==> config.mk <==
export PLATFORM = sky130hd
export DESIGN_NAME = xfer_act_regs
export DESIGN_NICKNAME = d
export VERILOG_FILES = /design/src/rtl/xar_pkg.sv /design/src/rtl/xar_enable_bank.sv /design/src/rtl/xar_swact_reg.sv /design/src/rtl/xar_read_mux.sv /design/src/rtl/xfer_act_regs.sv
export SDC_FILE = /design/constraint.sdc
export NUM_CORES = 1
export LEC_CHECK = 0
export BUFFER_PORTS_ARGS = -buffer_cell sky130_fd_sc_hd__buf_2
export CAP_MARGIN = 20
export CORE_ASPECT_RATIO = 0.75
export CORE_MARGIN = 4
export CORE_UTILIZATION = 40
export DETAILED_ROUTE_END_ITERATION = 8
export GPL_TIMING_DRIVEN = 0
export PLACE_DENSITY = 0.67
export SYNTH_ARGS = -nofsm -noshare
export SYNTH_HDL_FRONTEND = slang
export SYNTH_SLANG_ARGS = --single-unit
==> constraint.sdc <==
create_clock -name clk -period 1.3 [get_ports clk]
set_input_delay 0.195 -clock clk [delete_from_list [all_inputs] [get_ports clk]]
set_output_delay 0.195 -clock clk [all_outputs]
set_load 0.05 [all_outputs]
==> src/rtl/xar_pkg.sv <==
package xar_pkg;

    localparam int XAR_NUM_REGS = 6;
    localparam int XAR_REG_W    = 8;
    localparam int XAR_VEC_W    = XAR_REG_W - 1;
    localparam int XAR_ADDR_W   = 3;
    localparam int XAR_SRC_W    = XAR_ADDR_W + $clog2(XAR_REG_W);

    // state of the software activation register
    typedef struct packed {
        logic                 flag;
        logic [XAR_VEC_W-1:0] vec;
        logic                 seen;
    } sw_state_t;

endpackage

==> src/rtl/xar_enable_bank.sv <==
module xar_enable_bank #(
    parameter int NUM_REGS = 6,
    parameter int REG_W    = 8,
    parameter int ADDR_W   = 3,
    parameter int SRC_W    = 6
) (
    input  logic                       clk,
    input  logic                       rst_n,
    input  logic                       standby,
    input  logic                       wr_en,
    input  logic [ADDR_W-1:0]          wr_sel,
    input  logic [REG_W-1:0]           wr_data,
    input  logic                       done_valid,
    input  logic [SRC_W-1:0]           done_src,
    input  logic                       done_disel,
    input  logic                       done_last,
    output logic [NUM_REGS*REG_W-1:0]  en_q
);

    localparam int TOTAL = NUM_REGS * REG_W;
    localparam int BIT_W = $clog2(REG_W);
    localparam int SEL_W = SRC_W - BIT_W;
    localparam logic [SEL_W-1:0] LAST_SEL = SEL_W'(NUM_REGS - 1);

    typedef struct packed {
        logic [TOTAL-1:0] en;
    } bank_t;

    bank_t state_d, state_q;
    logic [TOTAL-1:0] clr_vec;
    logic             src_ok;

    assign src_ok = done_src[SRC_W-1:BIT_W] <= LAST_SEL;

    always_comb begin
        clr_vec = '0;
        if (done_valid && src_ok && (done_disel || done_last)) begin
            clr_vec[done_src] = 1'b1;
        end
        state_d = state_q;
        for (int r = 0; r < NUM_REGS; r++) begin
            if (wr_en && wr_sel == ADDR_W'(r)) begin
                state_d.en[r*REG_W +: REG_W] = wr_data;
            end
        end
        state_d.en = state_d.en & ~clr_vec;
        if (standby) begin
            state_d = '0;
        end
    end

    always_ff @(posedge clk or negedge rst_n) begin
        if (!rst_n) begin
            state_q <= '0;
        end else begin
            state_q <= state_d;
        end
    end

    assign en_q = state_q.en;


    property p_hw_clear;
        @(posedge clk) disable iff (!rst_n)
        (done_valid && src_ok && (done_disel || done_last))
            |=> !en_q[$past(done_src)];
    endproperty
    hw_clear_chk: assert property (p_hw_clear);


    property p_hold;
        @(posedge clk) disable iff (!rst_n)
        (done_valid && !done_disel && !done_last && !wr_en && !standby)
            |=> $stable(en_q);
    endproperty
    hold_chk: assert property (p_hold);


    property p_ignore_sel;
        @(posedge clk) disable iff (!rst_n)
        (done_valid && !src_ok && !wr_en && !standby) |=> $stable(en_q);
    endproperty
    ignore_sel_chk: assert property (p_ignore_sel);


    property p_standby;
        @(posedge clk) disable iff (!rst_n)
        standby |=> (en_q == '0);
    endproperty
    standby_bank_chk: assert property (p_standby);

endmodule

==> src/rtl/xar_swact_reg.sv <==
module xar_swact_reg
    import xar_pkg::*;
(
    input  logic                 clk,
    input  logic                 rst_n,
    input  logic                 standby,
    input  logic                 wr_en,
    input  logic                 rd_en,
    input  logic [XAR_REG_W-1:0] wr_data,
    output logic                 flag,
    output logic [XAR_VEC_W-1:0] vec
);

    sw_state_t state_d, state_q;

    always_comb begin
        state_d = state_q;
        if (wr_en) begin
            state_d.vec = wr_data[XAR_VEC_W-1:0];
            if (wr_data[XAR_REG_W-1]) begin
                state_d.flag = 1'b1;
            end else if (state_q.seen) begin
                state_d.flag = 1'b0;
            end
            state_d.seen = 1'b0;
        end else if (rd_en && state_q.flag) begin
            state_d.seen = 1'b1;
        end
        if (standby) begin
            state_d = '0;
        end
    end

    always_ff @(posedge clk or negedge rst_n) begin
        if (!rst_n) begin
            state_q <= '0;
        end else begin
            state_q <= state_d;
        end
    end

    assign flag = state_q.flag;
    assign vec  = state_q.vec;


    property p_set;
        @(posedge clk) disable iff (!rst_n)
        (wr_en && wr_data[XAR_REG_W-1] && !standby) |=> flag;
    endproperty
    flag_set_chk: assert property (p_set);


    property p_keep;
        @(posedge clk) disable iff (!rst_n)
        (wr_en && !wr_data[XAR_REG_W-1] && !state_q.seen && !standby)
            |=> (flag == $past(flag));
    endproperty
    flag_keep_chk: assert property (p_keep);


    property p_disarm;
        @(posedge clk) disable iff (!rst_n)
        wr_en |=> !state_q.seen;
    endproperty
    seen_disarm_chk: assert property (p_disarm);

endmodule

==> src/rtl/xar_read_mux.sv <==
module xar_read_mux #(
    parameter int NUM_REGS = 6,
    parameter int REG_W    = 8,
    parameter int ADDR_W   = 3
) (
    input  logic [ADDR_W-1:0]         addr,
    input  logic [NUM_REGS*REG_W-1:0] en_bank,
    input  logic [REG_W-1:0]          sw_word,
    output logic [REG_W-1:0]          rdata
);

    localparam logic [ADDR_W-1:0] SW_ADDR = ADDR_W'(NUM_REGS);

    always_comb begin
        rdata = '0;
        for (int r = 0; r < NUM_REGS; r++) begin
            if (addr == ADDR_W'(r)) begin
                rdata = en_bank[r*REG_W +: REG_W];
            end
        end
        if (addr == SW_ADDR) begin
            rdata = sw_word;
        end
    end

endmodule

==> src/rtl/xfer_act_regs.sv <==
module xfer_act_regs
    import xar_pkg::*;
(
    input  logic                              clk,
    input  logic                              rst_n,
    input  logic                              standby,
    input  logic [XAR_ADDR_W-1:0]             cpu_addr,
    input  logic                              cpu_we,
    input  logic                              cpu_re,
    input  logic [XAR_REG_W-1:0]              cpu_wdata,
    output logic [XAR_REG_W-1:0]              cpu_rdata,
    input  logic                              done_valid,
    input  logic [XAR_SRC_W-1:0]              done_src,
    input  logic                              done_disel,
    input  logic                              done_last,
    output logic [XAR_NUM_REGS*XAR_REG_W-1:0] act_en,
    output logic                              sw_req,
    output logic [XAR_VEC_W-1:0]              sw_vec
);

    localparam logic [XAR_ADDR_W-1:0] SW_ADDR = XAR_ADDR_W'(XAR_NUM_REGS);

    logic sw_hit, sw_wr, sw_rd;

    assign sw_hit = (cpu_addr == SW_ADDR);
    assign sw_wr  = cpu_we && sw_hit;
    assign sw_rd  = cpu_re && !cpu_we && sw_hit;

    xar_enable_bank #(
        .NUM_REGS (XAR_NUM_REGS),
        .REG_W    (XAR_REG_W),
        .ADDR_W   (XAR_ADDR_W),
        .SRC_W    (XAR_SRC_W)
    ) u_bank (
        .clk        (clk),
        .rst_n      (rst_n),
        .standby    (standby),
        .wr_en      (cpu_we),
        .wr_sel     (cpu_addr),
        .wr_data    (cpu_wdata),
        .done_valid (done_valid),
        .done_src   (done_src),
        .done_disel (done_disel),
        .done_last  (done_last),
        .en_q       (act_en)
    );

    xar_swact_reg u_sw (
        .clk     (clk),
        .rst_n   (rst_n),
        .standby (standby),
        .wr_en   (sw_wr),
        .rd_en   (sw_rd),
        .wr_data (cpu_wdata),
        .flag    (sw_req),
        .vec     (sw_vec)
    );

    xar_read_mux #(
        .NUM_REGS (XAR_NUM_REGS),
        .REG_W    (XAR_REG_W),
        .ADDR_W   (XAR_ADDR_W)
    ) u_rmux (
        .addr    (cpu_addr),
        .en_bank (act_en),
        .sw_word ({sw_req, sw_vec}),
        .rdata   (cpu_rdata)
    );


    property p_standby_sw;
        @(posedge clk) disable iff (!rst_n)
        standby |=> (!sw_req && sw_vec == '0);
    endproperty
    standby_sw_chk: assert property (p_standby_sw);

endmodule

==> out/summary.txt <==
Primary FF master, synth: dfrtp_1
H-tree levels: 3
Yosys warns: 0
Max-Cap Viols: 0
Synth Instances: 314
Pwr Total: 4.27 mW
DIE HEIGHT: 85.9 um
Number of flops mapped to enable cells by yosys: 0
Logic pwr share: 23.1%
Drt wl/cell: 20.3 um
Fmax achieved: 0.582 GHz
Area Overhead vs Synth: 50.3%
Synth Cell Area: 0.00323 mm2
Fill count: 660
Core footprint: 0.00788 mm2
Die area: 0.00960 mm2
Hold Crit Depth: 3
Worst-path clk slew: 70 ps
Initial Utilization: 41.0%
GRT Util Overall: 23.3%
Pwr per Cell Area: 878 mW/mm2
DRT iter0 DRCs: 199
Hold Path Class: in -> reg
Final core occ: 61.7%
Final wirelength: 11200 um
CTS Sinks: 57
Synthesized area per cell: 10.3 um2
Multi-input logic area: 0.00203 mm2
Net switching power figure: 1.36 mW
GPL Wtd Cong: 0.837
Final setup margin: -419 ps
Post-synth net total: 339
CP Buf/Inv Count: 1
CP endpoint kind: output pin
Maximum VDD drop: 0.560 mV
Minimum clock period: 1720 ps
Final setup violation count: 8
Switch share: 32.0%
DP Worst Slack: -604 ps
Cell row count: 28
Worst Path Required: 1110 ps
Number of routed nets with antenna violations: 0
Final Hold Fails: 0
Area contributors post-synth: dfrtp_1, mux2i_1, a211oi_1
Final HPWL DP: 8110 um
Non-filler instance count after layout: 550
Crit. path cell count: 4
Failing checks: negative setup slack
Nets: 465
Post-route cell area: 0.00486 mm2
Int Power: 2.90 mW
Hold WS: 170 ps
Unrepaired setup endpoints after global routing: yes
Synth top cells by count: dfrtp_1, a211oi_1, mux2i_1
Cell chain of the critical path: mux2_4 -> a32oi_4 -> a21oi_4 -> buf_6
Cell total after placement: 506
Tightest Pin Transition: 910 ps
Die Width: 112 um
Vias in the first global route: 3264
Final setup skew: 0.00933 ps
Cells on worst reg2reg path: 2
CTS tree: built
Most frequent cell after synthesis: dfrtp_1
Dpl cell area: 0.00409 mm2
First-pass GRT wire length: 17500 um
Max clock buf depth: 2
Worst skew pair latency: 340 ps
Total negative slack: -3040 ps
Largest net degree at the start of global routing: 36
FFs w/ async S/R, synth: 100%
Synth unique cells: 34
Yosys reg bits: 57
Global route overflow: 0
Fraction of layout cells with a size suffix above 1: 56.9%
Pre-antenna DRT Iters: 4
CTS root buffer: clkbuf_8
Status: complete, but fails checks
Relative slew slack: 39.2%
CTS Buf Count: 9
Top Ports: 89
CP Max Fanout: 3
Via density: 5.78
Critical Setup Path Class: reg -> out
DR DRC count: 0
Area leader, netlist: dfrtp_1
Reg power frac: 43.3%
Sequential area share after synthesis: 44.1%
Slew Limit Fails: 0
Critical-path top delay cell: dfrtp_2
IO Port Bufs: 86
Initial antenna violation count: 0
Register Area: 0.00147 mm2
Crit path arrival time: 1520 ps
Synth top area share: 44.1%
Pleak: 2.07 nW
Worst Setup Start Kind: flip-flop
Number of inserted diodes: 0
Power share of the clock group: 33.6%
CP top delay family: flip-flops
DR vias: 3179
Critical path's largest stage delay: 420 ps
Fin crit share: 132%
-- layer usage --
metal  part of all wire (%)  global-route usage (%)  wire [um]
met1                     46                    33.3       5150
met2                     46                    35.8       5180
met3                    7.1                    6.14        798
met4                   0.43                    4.75         48
met5                      0                       0          0
-- state kept, by name (all words and copies together) (netlist names) --
name          flops
u_sw.state_q      1
u_sw.vec          7
u_bank.en_q      48
u_sw.flag         1
-- cell type report --
class                   count  area share, %
clock inverters             4          0.412
inverters                   3          0.309
multi-input cells         221           41.7
plain buffers              33           5.17
flip-flops and latches     57           30.2
clock buffers              12           2.99
well taps                 105           2.70
repair buffers            115           16.5
-- tightest hold or removal path, stage by stage --
cell,delay (ps)
buf_2,150
nand2_1,70
a21oi_1,60
-- power groups by stage --
stage	registers [mW]	clock network, mW	logic (mW)
after floorplan	1.98	0	0.460
after global placement	1.88	0	0.817
after detailed placement	1.88	0	0.837
after CTS	1.85	1.45	0.945
after global routing	1.85	1.56	1.04
final	1.85	1.43	0.987
-- worst paths after layout --
path	startpoint	endpoint	slack, ps
max in group asynchronous	rst_n	u_bank.en_q[8]	310
min reg2reg	u_sw.vec[0]	u_sw.vec[0]	560
max	u_bank.en_q[5]	cpu_rdata[5]	-420
max reg2reg	u_bank.en_q[26]	u_bank.en_q[26]	370
min in group asynchronous	rst_n	u_bank.en_q[41]	370
min	cpu_wdata[4]	u_sw.vec[4]	170
-- cell usage in the layout (no fill, tap or decap), types with 2 or more instances in the layout --
master    netlist  layout
o22ai_2         0       8
nor2_1          6       3
and4bb_2        3       3
mux2_4          0       7
and4b_1         2       2
nor2_2          0       2
dfrtp_1        57      24
a21oi_1        24       8
clkbuf_8        0      11
a221oi_1        8       8
and3b_1         3       3
dfrtp_2         0      33
buf_4          12      55
clkinv_2        0       4
buf_6           3      15
a21oi_4         0       8
nand2_1        34      34
nor3_2          0      10
inv_1           3       2
buf_1           4       4
nor3b_1         3       3
a211oi_1       40      40
a32oi_4         0       6
nand4b_1        2       2
clkbuf_4        0       3
a21oi_2         0       8
buf_2           6      56
or3_4           0       8
clkbuf_1        8       9
nand3b_1        2       2
mux2i_1        40      40
buf_8           0       3
o21ai_0         3       3
buf_12          0       3
-- repair_timing --
item	CTS	global route
setup endpoints to repair	25	42
gates cloned	0	0
pin swaps	11	5
hold buffers	1	0
resized for setup	48	52
setup buffers	17	10
endpoints found under the hold margin	22	0
-- cells by family after synthesis --
kind of cell | share of synthesized area, %
and+or+nand+nor | 14.4
DFF | 44.1
AOI/OAI and AO/OA | 19.8
buffers and inverters | 6.50
muxes | 15.2
Note: power is estimated with default switching activity, not from simulation.
